--- src/rtl/lcd_wave_pkg.sv ---
// Shared level codes and the level selection rules of the sequencer.
// Assumes an external switch bank maps code 0..3 onto ground, 1/3, 2/3
// and full supply; in half bias both middle taps are tied together.
package lcd_wave_pkg;

    typedef logic [1:0] lvl_t;

    localparam lvl_t LVL_GND  = 2'd0;
    localparam lvl_t LVL_LOW  = 2'd1;
    localparam lvl_t LVL_HIGH = 2'd2;
    localparam lvl_t LVL_FULL = 2'd3;

    // Level of a common line for the given selection, polarity and bias.
    function automatic lvl_t com_level(input logic sel, input logic neg,
                                       input logic half);
        lvl_t r;
        if (sel)       r = neg ? LVL_GND : LVL_FULL;
        else if (half) r = LVL_LOW;
        else           r = neg ? LVL_HIGH : LVL_LOW;
        return r;
    endfunction

    // Level of a segment line for the given pixel state, polarity and bias.
    function automatic lvl_t seg_level(input logic lit, input logic neg,
                                       input logic half);
        lvl_t r;
        if (half)      r = (lit ^ neg) ? LVL_GND : LVL_FULL;
        else if (neg)  r = lit ? LVL_FULL : LVL_LOW;
        else           r = lit ? LVL_GND : LVL_HIGH;
        return r;
    endfunction

endpackage

--- src/rtl/lcd_frame_timer.sv ---
// Scan position counter. Divides the oscillator tick into NCOM phases of
// DIV/NCOM ticks each, with the second half of each phase in negative
// polarity. Assumes DIV is a multiple of 2*NCOM. Held at the start while
// halt is high.
module lcd_frame_timer #(
    parameter int DIV  = 384,
    parameter int NCOM = 3
) (
    input  logic            clk,
    input  logic            rst_n,
    input  logic            tick,
    input  logic            halt,
    output logic [NCOM-1:0] phase_sel,
    output logic            neg
);
    localparam int PH   = DIV / NCOM;
    localparam int HALF = PH / 2;
    localparam int SW   = (PH > 1) ? $clog2(PH) : 1;
    localparam int PHW  = (NCOM > 1) ? $clog2(NCOM) : 1;

    logic [SW-1:0]  sub_q;
    logic [PHW-1:0] ph_q;

    // Advance the tick-within-phase and phase counters on each tick.
    always_ff @(posedge clk) begin
        if (!rst_n || halt) begin
            sub_q <= '0;
            ph_q  <= '0;
        end else if (tick) begin
            if (sub_q == SW'(PH - 1)) begin
                sub_q <= '0;
                ph_q  <= (ph_q == PHW'(NCOM - 1)) ? '0 : ph_q + PHW'(1);
            end else begin
                sub_q <= sub_q + SW'(1);
            end
        end
    end

    // Decode the phase index into a one-hot common selection.
    for (genvar j = 0; j < NCOM; j++) begin : g_sel
        assign phase_sel[j] = (ph_q == PHW'(j));
    end

    assign neg = (sub_q >= SW'(HALF));

endmodule

--- src/rtl/lcd_port_map.sv ---
// Thermometer decode of the port count into a per-pin port mask. Counts
// beyond NPORT saturate naturally. All pins revert to segments while
// the enable is low.
module lcd_port_map #(
    parameter int NPORT = 8,
    parameter int PCW   = 4
) (
    input  logic [PCW-1:0]   port_code,
    input  logic             enable,
    output logic [NPORT-1:0] port_mask
);
    // Pin i is a port when the count exceeds its index.
    for (genvar i = 0; i < NPORT; i++) begin : g_mask
        assign port_mask[i] = enable && (port_code > PCW'(i));
    end
endmodule

--- src/rtl/lcd_com_driver.sv ---
// Level codes of the common lines from the scan position and bias.
// Assumes phase_sel is one-hot; dark forces ground on every line.
module lcd_com_driver
    import lcd_wave_pkg::*;
#(
    parameter int NCOM = 3
) (
    input  logic [NCOM-1:0]   phase_sel,
    input  logic              neg,
    input  logic              half,
    input  logic              dark,
    output logic [2*NCOM-1:0] com_lvl
);
    // One level selector per common line.
    for (genvar j = 0; j < NCOM; j++) begin : g_com
        assign com_lvl[2*j +: 2] = dark ? LVL_GND
                                        : com_level(phase_sel[j], neg, half);
    end
endmodule

--- src/rtl/lcd_seg_driver.sv ---
// Level codes of the segment lines. Each pin owns NCOM consecutive pixel
// bits (lowest bit for the first common). The leading NPORT pins can be
// switched to static outputs driven from their first pixel bit.
module lcd_seg_driver
    import lcd_wave_pkg::*;
#(
    parameter int NSEG  = 35,
    parameter int NCOM  = 3,
    parameter int NPORT = 8
) (
    input  logic [NSEG*NCOM-1:0] disp_bits,
    input  logic [NCOM-1:0]      phase_sel,
    input  logic                 neg,
    input  logic                 half,
    input  logic                 blank,
    input  logic                 dark,
    input  logic [NPORT-1:0]     port_mask,
    output logic [2*NSEG-1:0]    seg_lvl
);
    // One waveform selector per segment pin, with a port mux on shared pins.
    for (genvar i = 0; i < NSEG; i++) begin : g_seg
        logic [NCOM-1:0] px;
        logic            lit;
        lvl_t            wave;
        assign px   = disp_bits[i*NCOM +: NCOM];
        assign lit  = (|(px & phase_sel)) && !blank;
        assign wave = dark ? LVL_GND : seg_level(lit, neg, half);
        if (i < NPORT) begin : g_shared
            assign seg_lvl[2*i +: 2] = port_mask[i]
                                     ? (px[0] ? LVL_FULL : LVL_GND) : wave;
        end else begin : g_plain
            assign seg_lvl[2*i +: 2] = wave;
        end
    end
endmodule

--- src/rtl/lcd_wave_seq.sv ---
// Top of the multiplexed LCD waveform sequencer. Combines the scan timer,
// common and segment level selection and the port mapping. Outputs are a
// combinational decode of the scan registers and the control inputs.
// Assumes osc_tick is a single-cycle pulse synchronous to clk.
module lcd_wave_seq #(
    parameter int NSEG  = 35,
    parameter int NCOM  = 3,
    parameter int NPORT = 8,
    parameter int DIV   = 384,
    parameter int PCW   = 4
) (
    input  logic                 clk,
    input  logic                 rst_n,
    input  logic                 osc_tick,
    input  logic [NSEG*NCOM-1:0] disp_bits,
    input  logic [PCW-1:0]       port_code,
    input  logic                 bias_half,
    input  logic                 seg_blank,
    input  logic                 power_save,
    input  logic                 inhibit_n,
    output logic [2*NCOM-1:0]    com_lvl,
    output logic [2*NSEG-1:0]    seg_lvl
);
    logic [NCOM-1:0]  phase_sel;
    logic             neg;
    logic [NPORT-1:0] port_mask;
    logic             dark;

    assign dark = power_save || !inhibit_n;

    lcd_frame_timer #(.DIV(DIV), .NCOM(NCOM)) u_timer (
        .clk       (clk),
        .rst_n     (rst_n),
        .tick      (osc_tick),
        .halt      (power_save),
        .phase_sel (phase_sel),
        .neg       (neg)
    );

    lcd_port_map #(.NPORT(NPORT), .PCW(PCW)) u_ports (
        .port_code (port_code),
        .enable    (inhibit_n),
        .port_mask (port_mask)
    );

    lcd_com_driver #(.NCOM(NCOM)) u_com (
        .phase_sel (phase_sel),
        .neg       (neg),
        .half      (bias_half),
        .dark      (dark),
        .com_lvl   (com_lvl)
    );

    lcd_seg_driver #(.NSEG(NSEG), .NCOM(NCOM), .NPORT(NPORT)) u_seg (
        .disp_bits (disp_bits),
        .phase_sel (phase_sel),
        .neg       (neg),
        .half      (bias_half),
        .blank     (seg_blank),
        .dark      (dark),
        .port_mask (port_mask),
        .seg_lvl   (seg_lvl)
    );

endmodule

--- config.mk ---
export PLATFORM = sky130hd
export DESIGN_NAME = lcd_wave_seq
export DESIGN_NICKNAME = d
export VERILOG_FILES = /design/src/rtl/lcd_wave_pkg.sv /design/src/rtl/lcd_frame_timer.sv /design/src/rtl/lcd_port_map.sv /design/src/rtl/lcd_com_driver.sv /design/src/rtl/lcd_seg_driver.sv /design/src/rtl/lcd_wave_seq.sv
export SDC_FILE = /design/constraint.sdc
export NUM_CORES = 1
export LEC_CHECK = 0
export BUFFER_PORTS_ARGS = -buffer_cell sky130_fd_sc_hd__clkbuf_2
export CAP_MARGIN = 20
export CORE_MARGIN = 2
export CORE_UTILIZATION = 48
export CTS_BUF_LIST = sky130_fd_sc_hd__clkbuf_4 sky130_fd_sc_hd__clkbuf_8
export DETAILED_ROUTE_END_ITERATION = 8
export PLACE_DENSITY = 0.9
export SLEW_MARGIN = 15
export SYNTH_ARGS = -nofsm -noshare
export SYNTH_HDL_FRONTEND = slang
export SYNTH_SLANG_ARGS = --single-unit
--- constraint.sdc ---
create_clock -name clk -period 3.75 [get_ports clk]
set_input_delay 0.75 -clock clk [delete_from_list [all_inputs] [get_ports clk]]
set_output_delay 0.75 -clock clk [all_outputs]
set_load 0.1 [all_outputs]
## Word level (Yosys, flattened, before mapping)

Cells that the tools add are included.

| storage, ports and cells | value |
|---|---|
| register bits | 9 |
| bits of input ports | 116 |
| output and inout port bits | 76 |
| word-level logic and storage cells | 408 |

| cells by class | value |
|---|---|
| add/subtract/negate cells | 2 |
| magnitude comparators | 9 |
| equal/unequal tests | 3 |
| multiplexer cells | 237 |
| bitwise gates (word level) | 70 |
| reductions and logical operators | 85 |

Operators by type and width:

| operator | count |
|---|---|
| $mux W2 | 236 |
| $and A3 B3 Y3 | 35 |
| $reduce_or A3 Y1 | 35 |
| $logic_and A1 B1 Y1 | 43 |
| $xor A1 B1 Y1 | 35 |
| $gt A4 B3 Y1 const B | 4 |
| $gt A4 B1 Y1 const B | 2 |
| $gt A4 B2 Y1 const B | 2 |
| $add A7 B1 Y7 const B | 1 |
| $eq A7 B7 Y1 const B | 1 |
| $ge A7 B7 Y1 const B | 1 |
| $mux W7 | 1 |
| $logic_not A1 Y1 | 3 |
| $add A2 B1 Y2 const B | 1 |
| $eq A2 B1 Y1 const B | 1 |
| $eq A2 B2 Y1 const B | 1 |
| $logic_not A2 Y1 | 1 |
| $logic_or A1 B1 Y1 | 2 |
| $reduce_and A2 Y1 | 1 |

## Longest topological paths before layout

Gate-level depths: netlist of the first run.

| depth | value |
|---|---|
| depth after elaboration | 9 |
| depth in mapped cells | 7 |
| mapped depth without buffers | 5 |

## Hierarchy

A second synthesis of the first run with hierarchy kept.

| unflattened totals | value |
|---|---|
| cell total of the unflattened synthesis | 318 |
| area, all modules | 2332.2 µm² |

By module, submodules not included:

| module | times used | cells each | area an instance (µm²) | seq. area each (µm²) |
|---|---|---|---|---|
| lcd_seg_driver | 1 | 245 | 1736.7 | 0.0 |
| lcd_frame_timer | 1 | 48 | 424.2 | 180.2 |
| lcd_com_driver | 1 | 14 | 82.6 | 0.0 |
| lcd_port_map | 1 | 10 | 82.6 | 0.0 |
| lcd_wave_seq | 1 | 1 | 6.3 | 0.0 |

## Least setup slack after synthesis of the first run

No wires, ideal clock.

| timing path | value |
|---|---|
| path type | input to output |
| from | input seg_blank |
| to | output seg_lvl[19] |
| arrival | 3223 ps |
| data required time | 3000 ps |
| setup slack | -223 ps |
| stages on the path | 6 |
| path buffers | 2 |
| cell sequence | or2_1 -> clkbuf_1 -> clkbuf_1 -> nor2_1 -> a21oi_1 -> mux2i_1 |

| between the ends | value |
|---|---|
| longest elaborated chain between the ends | 6 |
| elaborated cells on any way between the ends | 9 |
| classes of those cells | mux: 6; bitwise: 1; reduce/logical: 2 |

RTL lines:

| what | line | source |
|---|---|---|
| start, declared | lcd_wave_seq.sv:18 | `input logic seg_blank,` |
| $logic_not A1 Y1 (*) | lcd_seg_driver.sv:26 | `assign lit = (\|(px & phase_sel)) && !blank;` |
| $logic_and A1 B1 Y1 (*) | lcd_seg_driver.sv:26 |  |
| $mux W2 (tied with other cells) | lcd_wave_pkg.sv:29 | `else r = lit ? LVL_GND : LVL_HIGH;` |
| $mux W2 (on tied branches) | lcd_wave_pkg.sv:28, lcd_wave_pkg.sv:27 |  |
| $mux W2 (*) | lcd_wave_pkg.sv:27 | `if (half) r = (lit ^ neg) ? LVL_GND : LVL_FULL;` |
| $mux W2 (*) | lcd_seg_driver.sv:27 | `assign wave = dark ? LVL_GND : seg_level(lit, neg, half);` |
| end, declared | lcd_wave_seq.sv:22 | `output logic [2*NSEG-1:0] seg_lvl` |

Every way passes the cells marked *; elsewhere a longest branch is shown, timed or not.

## Worst setup path in the final report of the first run

| timing path | value |
|---|---|
| from | input seg_blank |
| to | output seg_lvl[52] |

| between the ends | value |
|---|---|
| longest elaborated chain between the ends | 6 |

RTL lines:

| what | line |
|---|---|
| $logic_not A1 Y1 | lcd_seg_driver.sv:26 |
| $logic_and A1 B1 Y1 | lcd_seg_driver.sv:26 |
| $xor A1 B1 Y1 | lcd_wave_pkg.sv:27 |
| $mux W2 (2 in a row) | lcd_wave_pkg.sv:27 |
| $mux W2 | lcd_seg_driver.sv:27 |

Every way passes these cells.

==> results of run 1 <==
flip-flops by register name (all words and copies together), names as in the netlist:
signal and count:
u_timer.ph_q 2, u_timer.sub_q 7
worst min-delay path by stage:
stage                       end  slack, ns  cells past startpoint
2_1_floorplan  u_timer.sub_q[1]       0.49                      2
3_3_place_gp   u_timer.sub_q[1]       0.51                      2
3_5_place_dp   u_timer.sub_q[1]       0.53                      2
4_1_cts        u_timer.sub_q[1]       0.54                      2
5_1_grt        u_timer.sub_q[0]       0.59                      2
6_report       u_timer.sub_q[1]       0.54                      2
cell families after synthesis:
| group | count (synthesis) |
|---|---|
| adders and majority gates | 2 |
| xor gates and xnor gates | 32 |
| buffers and inverters | 79 |
| and+or+nand+nor | 145 |
| DFF | 9 |
| muxes | 64 |
| AOI/OAI and AO/OA | 107 |
metal layers:
layer	vias up	wire length, um	track usage [%]
met2	290	6850	66.5
met1	1981	4560	40.4
met3	87	1100	12.8
met5	-	0	0
li1	1884	-	-
met4	0	812	22.7
metrics by stage:
step	cell area (um2)	setup WS [ns]	power [mW]	utilization, %	TNS [ns]
2_1_floorplan	3010	-0.223	0.548	-	-4.40
3_3_place_gp	4930	0.464	0.789	83.3	0
3_5_place_dp	4930	0.332	0.810	83.3	0
4_1_cts	4980	0.334	0.932	84.1	0
5_1_grt	4980	0.000518	0.969	84.1	0
6_report	4980	0.248	0.938	84.1	0
placed cells by master (no fill, tap or decap), types with 2 or more instances in the layout:
cell type,count
or4_1,2
mux2i_1,56
o21ai_1,2
nand2_1,7
mux2i_2,7
a21boi_0,2
nor2_2,21
o221ai_1,27
or4b_1,3
inv_1,32
xor2_1,5
nand2b_1,6
o21a_1,9
a31oi_1,3
xnor2_1,27
nor2_4,2
nor3_1,4
o2111ai_1,5
dfxtp_1,8
buf_4,17
nand3_1,19
nor2_1,49
a21oi_1,39
clkbuf_2,121
nand4_1,2
o211ai_1,7
or3_1,3
and3_1,2
nand3b_1,12
or3b_1,2
o21ai_0,8
or2_2,3
clkbuf_8,3
ha_1,2
buf_12,64
o211a_1,2
power breakdown:
group          internal, mW  switching (mW)
clock                0.0815          0.0405
sequential           0.0966         0.00110
combinational         0.240           0.478
area by class of cell:
| cell class | count | area share [%] |
|---|---|---|
| Clock buffer | 4 | 0.980 |
| Inverter | 33 | 2.49 |
| Multi-Input combinational cell | 350 | 50.5 |
| Sequential cell | 9 | 3.64 |
| Tap cell | 75 | 1.88 |
| Timing Repair Buffer | 202 | 40.5 |
worst max-delay path, stage by stage:
cell,delay [ns]
clkbuf_2,0.17
or2_2,0.83
o221ai_1,0.24
xnor2_1,0.19
nor2_1,0.31
buf_12,0.22
==> impl_metrics.csv, run 1 <==
group,metric,value,unit
floorplan,initial_core_util,49.6,%
global_route,antenna_found_initial,0,
logic_synthesis,syn_inst,438,
routing,detail-route-antenna-nets,0,
logic_synthesis,synth_enable_flop_cells,0,
worst_setup_path,worst_setup_path_startpoint,"seg_blank",
final_layout,multiInputGateArea,0.00252,mm2
floorplan,io_pins,192,
logic_synthesis,post_synthesis_compound_gate_area_fraction,24.8,%
min_path,hp-start,"u_timer.sub_q[1]",
logic_synthesis,post_synth.cell_area_avg,6.70,um2
final_layout,num-fill-cells,346,
sta,hold_ws,0.543,ns
routing,drt-vias-per-instance,6.30,
sta,period_minus_slack,3.50,ns
global_route,grt_pass1_vias,4185,
final_layout,fin_nets,717,
routing,via_count,4242,
worst_setup_path,timing.critical_path.from_type,"input port",
logic_synthesis,ys_dominant_reg_cell,"dfxtp_1",
run,cap_violations,0,
logic_synthesis,synth_largest_type_area_fraction,21.5,%
sta,slew-limit-headroom,31.0,%
clocking,tritoncts.num_buffers,3,
clocking,cts_root_buf,"clkbuf_8",
logic_synthesis,syn-cell-area,0.00293,mm2
worst_setup_path,worst_ep_required_time,3.00,ns
logic_synthesis,synth_mux_area_share,21.9,%
sta,fmax,286,MHz
sta,clock-skew-final,0.00255,ns
worst_setup_path,end_kind,"output pin",
routing,drtPass1Iterations,6,
global_route,grt_max_degree,57,
sta,worst-slew-pin-transition,1.04,ns
routing,drc,0,
routing,detail_route.iter0.violations,361,
sta,drv_slew,0,
placed_design,port_buffers,191,
logic_synthesis,synth_top_cell_by_area,"mux2i_1",
sta,hold_violations,0,
worst_setup_path,r2r_setup_slack,2.00,ns
global_route,globalRouteOverflowTotal,0,
placed_design,numPlacedInstances,669,
worst_setup_path,worstRegToRegCells,5,
logic_synthesis,yosys.area_share.adder,0.853,%
power_and_ir_drop,vdd_drop_max,0.000214,V
global_route,groute.usage.overall,38.5,%
worst_setup_path,reg2reg_from,"u_timer.sub_q[0]",
clocking,cts-root-to-sink-buffers,2,
logic_synthesis,synth.yosys.seq_area_share,6.14,%
clocking,cts_post_setup_buffers_inserted,0,
clocking,insertion_delay,0.23,ns
clocking,cts.htree.levels,1,
sta,rsz0062_at_grt,"no",
logic_synthesis,synth_common_cells,"nor2_1, mux2i_1, a21oi_1",
final_layout,post_route_cells_drive_above_1_share,41.1,%
routing,finalWirelength,13300,um
floorplan,die_boundary_width,82.2,um
min_path,min_delay_worst_type,"flop to flop",
run_status,outcome,"finished, final reports clean",
clocking,cts_tree,"yes",
logic_synthesis,post_synth_xor_area_fraction,9.55,%
sta,period_share,93.4,%
floorplan,core_region_area,0.00592,mm2
global_route,grt_pass1_wl,20400,um
clocking,tritoncts_num_sinks,9,
final_layout,finalNonFillerCells,673,
floorplan,die-area,0.00675,mm2
power_and_ir_drop,cellPowerDensity,188,mW/mm2
clocking,post_cts_hold_buffer_count,0,
worst_setup_path,critical_path_arrival,2.75,ns
final_layout,area.growth.synth_to_final,69.7,%
clocking,clock_slew_at_reported_path_ffs,0.05,ns
logic_synthesis,ys.warnings.count,0,
worst_setup_path,worst-path-max-fanout,56,
logic_synthesis,yosys.area_share.simple,25.9,%
logic_synthesis,netlist_top_cells_area,"mux2i_1, nor2_1, o221ai_1",
placed_design,finalWeightedCongestion,0.932,
placed_design,dp_hpwl,10100,um
final_layout,seqCellArea,181,um2
worst_setup_path,worstSetupPathType,"input port to output pin",
final_layout,diodes,0,
logic_synthesis,synth.distinct_cells,45,
logic_synthesis,synth_seq_cells,9,
worst_setup_path,reg2reg_to,"u_timer.ph_q[1]",
logic_synthesis,main_combinational_cell_family_by_area_after_synthesis,"simple AND/OR/NAND/NOR gates",
floorplan,placement_row_count,28,
logic_synthesis,synth.net_count,556,
clocking,cts-resized-gates,0,
logic_synthesis,dominant_cell_by_count_in_the_synthesized_netlist,"nor2_1",
worst_setup_path,crit_end,"seg_lvl[52]",
power_and_ir_drop,leakage,2.21,nW
sta,final-setup-viol-count,0,
floorplan,fp.dieH,82.2,um
logic_synthesis,async_reset_ff_share,0,%
routing,wire_per_inst,19.8,um
No activity file was read; power rests on OpenSTA's default activity.
==> run 2: changes to the inputs <==
--- a/config.mk
+++ b/config.mk
@@ -11,7 +11,7 @@
 export CORE_UTILIZATION = 48
 export CTS_BUF_LIST = sky130_fd_sc_hd__clkbuf_4 sky130_fd_sc_hd__clkbuf_8
 export DETAILED_ROUTE_END_ITERATION = 8
-export PLACE_DENSITY = 0.9
+export PLACE_DENSITY = 0.95
 export SLEW_MARGIN = 15
 export SYNTH_ARGS = -nofsm -noshare
 export SYNTH_HDL_FRONTEND = slang
==> impl_metrics.csv, run 2 (synthesized netlist as in run 1, its figures left out) <==
group,metric,value,unit
worst_setup_path,worstSetupPathType,"flop to output pin",
sta,clock-skew-final,0.000916,ns
final_layout,finalNonFillerCells,675,
floorplan,io_pins,192,
final_layout,most-common-layout-cells,"clkbuf_2, buf_12, mux2i_1",
final_layout,largest_register_ffs,7,
worst_setup_path,end_kind,"output pin",
min_path,hp-start,"u_timer.sub_q[1]",
sta,final-setup-viol-count,0,
floorplan,fp.dieH,82.2,um
final_layout,seqCellArea,181,um2
power_and_ir_drop,leakage,2.21,nW
clocking,insertion_delay,0.25,ns
placed_design,port_buffers,191,
sta,slew-limit-headroom,29.7,%
routing,detail-route-antenna-nets,0,
sta,rsz0062_at_grt,"no",
run_status,outcome,"finished, final reports clean",
final_layout,multiInputGateArea,0.00252,mm2
routing,drc,0,
clocking,clock_slew_at_reported_path_ffs,0.05,ns
global_route,grt_pass1_wl,20700,um
floorplan,die_boundary_width,82.2,um
clocking,tritoncts.num_buffers,3,
global_route,grt_max_degree,30,
clocking,tritoncts_num_sinks,9,
global_route,globalRouteOverflowTotal,0,
routing,via_count,4301,
clocking,cts-root-to-sink-buffers,2,
routing,drtPass1Iterations,5,
final_layout,area.growth.synth_to_final,69.8,%
floorplan,die-area,0.00675,mm2
placed_design,finalWeightedCongestion,0.957,
worst_setup_path,worst_ep_required_time,3.00,ns
floorplan,initial_core_util,49.6,%
sta,hold_violations,0,
routing,drt-vias-per-instance,6.37,
min_path,min_delay_worst_type,"flop to flop",
placed_design,dp_hpwl,10300,um
sta,hold_ws,0.529,ns
clocking,cts_post_setup_buffers_inserted,0,
routing,wire_per_inst,19.7,um
final_layout,num-fill-cells,331,
global_route,grt_pass1_vias,4259,
final_layout,diodes,0,
routing,finalWirelength,13300,um
clocking,cts_tree,"yes",
sta,period_minus_slack,3.47,ns
clocking,cts-resized-gates,0,
clocking,cts_root_buf,"clkbuf_8",
global_route,groute.usage.overall,39.7,%
worst_setup_path,worst-path-max-fanout,27,
floorplan,placement_row_count,28,
worst_setup_path,timing.critical_path.from_type,"flop",
global_route,antenna_found_initial,1,
placed_design,numPlacedInstances,671,
power_and_ir_drop,cellPowerDensity,190,mW/mm2
sta,drv_slew,0,
final_layout,fin_nets,719,
worst_setup_path,worst_setup_path_startpoint,"u_timer.ph_q[1]",
worst_setup_path,reg2reg_from,"u_timer.sub_q[0]",
floorplan,core_region_area,0.00592,mm2
sta,fmax,288,MHz
final_layout,mostFrequentLayoutCell,"clkbuf_2",
final_layout,top_regs,"u_timer.sub_q x7, u_timer.ph_q x2",
power_and_ir_drop,vdd_drop_max,0.000200,V
sta,period_share,92.6,%
final_layout,post-route-cell-area,0.00498,mm2
routing,detail_route.iter0.violations,524,
final_layout,post_route_cells_drive_above_1_share,41.3,%
sta,worst-slew-pin-transition,1.05,ns
sta,setup_ws,0.276,ns
clocking,cts.htree.levels,1,
clocking,post_cts_hold_buffer_count,0,
power_and_ir_drop,power.total,0.946,mW
placed_design,detailedPlace.worstSlack,0.365,ns
placed_design,placement.cell_area,0.00493,mm2
final_layout,register_with_the_most_flip_flops,"u_timer.sub_q",
worst_setup_path,critical_path_arrival,2.72,ns
run,cap_violations,0,
## run 2: final timing paths
check / endpoint / slack (ns) / depth (start not counted)
worst max-delay path: seg_lvl[56] / 0.28 / 5
worst min-delay path: u_timer.sub_q[1] / 0.53 / 2
worst max register to register: u_timer.ph_q[1] / 2.00 / 5
worst min register to register: u_timer.sub_q[1] / 0.53 / 2
## run 2: where the power goes
group / total, mW / switching, mW / internal [mW]
clock network: 0.127 / 0.0454 / 0.0819
logic: 0.721 / 0.480 / 0.241
registers: 0.0975 / 0.000950 / 0.0966
## run 2: per-layer routing
layer  routed length (um)  GRT usage [%]  vias up
met1                 4340           41.2     1987
met2                 6830           67.7      305
met3                 1140           13.0      110
met5                    7              0        -
met4                  970           27.2        2
li1                     -              -     1897
## run 2: cell type report
| class | count | share of cell area [%] |
|---|---|---|
| tap | 75 | 1.88 |
| timing repair buffer | 204 | 40.5 |
| multi-input combinational | 350 | 50.5 |
| clock buffer | 4 | 0.980 |
| sequential | 9 | 3.64 |
| inverter | 33 | 2.49 |
## run 2: worst max-delay path, stage by stage (launching register included)
cell and delay (ns):
dfxtp_2 0.64, or3b_1 0.90, o221ai_1 0.34, xnor2_1 0.23, nor2_2 0.17, buf_12 0.19
## run 2: metrics by stage
stage                     setup TNS (ns)  utilization [%]
after floorplan                    -4.40                -
after global placement                 0             83.3
after detailed placement               0             83.3
after CTS                              0             84.1
after global routing                   0             84.1
final                                  0             84.1
==> run 3: changes to the inputs <==
--- a/config.mk
+++ b/config.mk
@@ -5,10 +5,11 @@
 export SDC_FILE = /design/constraint.sdc
 export NUM_CORES = 1
 export LEC_CHECK = 0
+export ABC_AREA = 1
 export BUFFER_PORTS_ARGS = -buffer_cell sky130_fd_sc_hd__clkbuf_2
 export CAP_MARGIN = 20
 export CORE_MARGIN = 2
-export CORE_UTILIZATION = 48
+export CORE_UTILIZATION = 46
 export CTS_BUF_LIST = sky130_fd_sc_hd__clkbuf_4 sky130_fd_sc_hd__clkbuf_8
 export DETAILED_ROUTE_END_ITERATION = 8
 export PLACE_DENSITY = 0.95
==> impl_metrics.csv, run 3 <==
group,metric,value,unit
sta,worst-slew-pin-transition,1.05,ns
power_and_ir_drop,sw_frac_of_total,56.0,%
clocking,cts_tree,"yes",
logic_synthesis,synth_top_cell_by_area,"nand3_1",
final_layout,seqCellArea,180,um2
sta,drv_slew,0,
min_path,min_delay_worst_type,"flop to flop",
final_layout,post-route-cell-area,0.00474,mm2
worst_setup_path,worst-path-max-fanout,37,
sta,slew-limit-headroom,30.0,%
worst_setup_path,timing.critical_path.from_type,"flop",
worst_setup_path,worst_setup_path_startpoint,"u_timer.ph_q[0]",
clocking,cts-resized-gates,0,
power_and_ir_drop,leakage,2.59,nW
global_route,antenna_found_initial,0,
clocking,tritoncts.num_buffers,3,
placed_design,placement.cell_area,0.00469,mm2
floorplan,io_pins,192,
routing,drtPass1Iterations,6,
logic_synthesis,post_synth.cell_area_avg,4.72,um2
run,cap_violations,0,
logic_synthesis,ys.warnings.count,0,
floorplan,initial_core_util,48.0,%
logic_synthesis,synth_seq_cells,9,
logic_synthesis,synth_enable_flop_cells,0,
routing,finalWirelength,13800,um
routing,wire_per_inst,17.3,um
clocking,cts_root_buf,"clkbuf_8",
clocking,post_cts_hold_buffer_count,0,
clocking,cts-root-to-sink-buffers,2,
logic_synthesis,synth_largest_type_area_fraction,34.1,%
clocking,clock_slew_at_reported_path_ffs,0.05,ns
power_and_ir_drop,p_switching,0.534,mW
final_layout,fin_nets,844,
clocking,tritoncts_num_sinks,9,
min_path,hold_path_depth,2,
final_layout,diodes,0,
logic_synthesis,synth.net_count,684,
floorplan,core_region_area,0.00557,mm2
final_layout,register_with_the_most_flip_flops,"u_timer.sub_q",
worst_setup_path,reg2reg_from,"u_timer.ph_q[0]",
routing,drt-vias-per-instance,6.17,
clocking,cts.htree.levels,1,
final_layout,largest_register_ffs,7,
sta,hold_ws,0.529,ns
logic_synthesis,async_reset_ff_share,0,%
power_and_ir_drop,power.total,0.954,mW
power_and_ir_drop,p_comb_share,76.9,%
logic_synthesis,synth.distinct_cells,21,
power_and_ir_drop,seqPwrFrac,10.2,%
clocking,insertion_delay,0.24,ns
logic_synthesis,dominant_cell_by_count_in_the_synthesized_netlist,"nand2_1",
final_layout,multiInputGateArea,0.00208,mm2
final_layout,top_regs,"u_timer.sub_q x7, u_timer.ph_q x2",
sta,rsz0062_at_grt,"no",
final_layout,num-fill-cells,303,
power_and_ir_drop,cellPowerDensity,201,mW/mm2
floorplan,placement_row_count,27,
run_status,outcome,"finished, final reports clean",
global_route,globalRouteOverflowTotal,0,
floorplan,fp.dieH,80.2,um
global_route,grt_pass1_vias,4917,
routing,via_count,4915,
final_layout,mostFrequentLayoutCell,"nand2_1",
routing,drc,0,
logic_synthesis,netlist_top_cells_area,"nand3_1, nand2_1, dfxtp_1",
final_layout,area.growth.synth_to_final,77.4,%
clocking,cts_post_setup_buffers_inserted,0,
sta,finalSetupTns,0,ns
global_route,groute.usage.overall,41.6,%
global_route,grt_max_degree,41,
worst_setup_path,critical_path_arrival,2.57,ns
power_and_ir_drop,vdd_drop_max,0.000177,V
logic_synthesis,ys_dominant_reg_cell,"dfxtp_1",
global_route,grt_pass1_wl,21300,um
worst_setup_path,worstRegToRegCells,5,
final_layout,most-common-layout-cells,"nand2_1, nand3_1, clkbuf_2",
routing,detail-route-antenna-nets,0,
sta,clock-skew-final,0.00320,ns
power_and_ir_drop,intPower,0.420,mW
sta,final-setup-viol-count,0,
sta,period_minus_slack,3.32,ns
placed_design,dp_hpwl,10200,um
routing,detail_route.iter0.violations,586,
worst_setup_path,worstSetupPathType,"flop to output pin",
logic_synthesis,syn_inst,566,
logic_synthesis,synth_common_cells,"nand2_1, nand3_1, inv_1",
logic_synthesis,synth.yosys.seq_area_share,6.74,%
worst_setup_path,end_kind,"output pin",
sta,period_share,88.5,%
floorplan,die_boundary_width,80.2,um
sta,fmax,301,MHz
power_and_ir_drop,clkPwrFrac,12.9,%
min_path,hp-start,"u_timer.sub_q[2]",
placed_design,finalWeightedCongestion,0.897,
worst_setup_path,worst_ep_required_time,3.00,ns
logic_synthesis,syn-cell-area,0.00267,mm2
floorplan,die-area,0.00644,mm2
final_layout,final_core_util,85.1,%
final_layout,post_route_cells_drive_above_1_share,29.2,%
sta,hold_violations,0,
placed_design,port_buffers,191,
run 3: cell families after synthesis:
family,count (synthesis),synth area share [%]
xor+xnor,2,0.655
buf+inv,95,15.4
compound gates,46,8.84
simple gates,412,67.4
flops,9,6.74
fa+ha+maj,2,0.936
run 3: layout make-up:
cell class / count / share of cell area, %
flip-flops and latches: 9 / 3.80
inverters: 52 / 4.12
multi-input cells: 462 / 43.9
clock buffers: 4 / 1.03
repair buffers: 198 / 45.3
well taps: 72 / 1.90
run 3: power groups by stage:
stage	combinational [mW]	clock (mW)	sequential, mW
floorplan	0.431	0	0.0988
detailed placement	0.724	0	0.0989
global route	0.757	0.129	0.0971
CTS	0.726	0.122	0.0972
finish	0.733	0.123	0.0971
global placement	0.704	0	0.0988
run 3: path summary, 6_finish.rpt:
check	slack, ns	end
worst max-delay path	0.43	seg_lvl[57]
worst min-delay path	0.53	u_timer.sub_q[2]
worst max register to register	1.93	u_timer.ph_q[1]
worst min register to register	0.53	u_timer.sub_q[2]
run 3: worst max-delay path, cell delays in order, from the launching register on:
cell and delay, ns:
dfxtp_1 0.48, nor2_4 0.83, nand2_1 0.20, nand3_1 0.15, nand3_1 0.11, a21oi_1 0.31
buf_12 0.22
run 3: routing by layer:
layer	track usage (%)	wire, um
met1	41.3	4340
met2	73.6	6760
met3	10.9	1710
met4	31.0	971
met5	0	0
run 3: through the flow:
step | worst slack (ns) | instances
CTS | 0.498 | 797
global route | 0.321 | 797
finish | 0.431 | 797
global placement | 0.840 | 793
detailed placement | 0.719 | 793
floorplan | 0.176 | 566
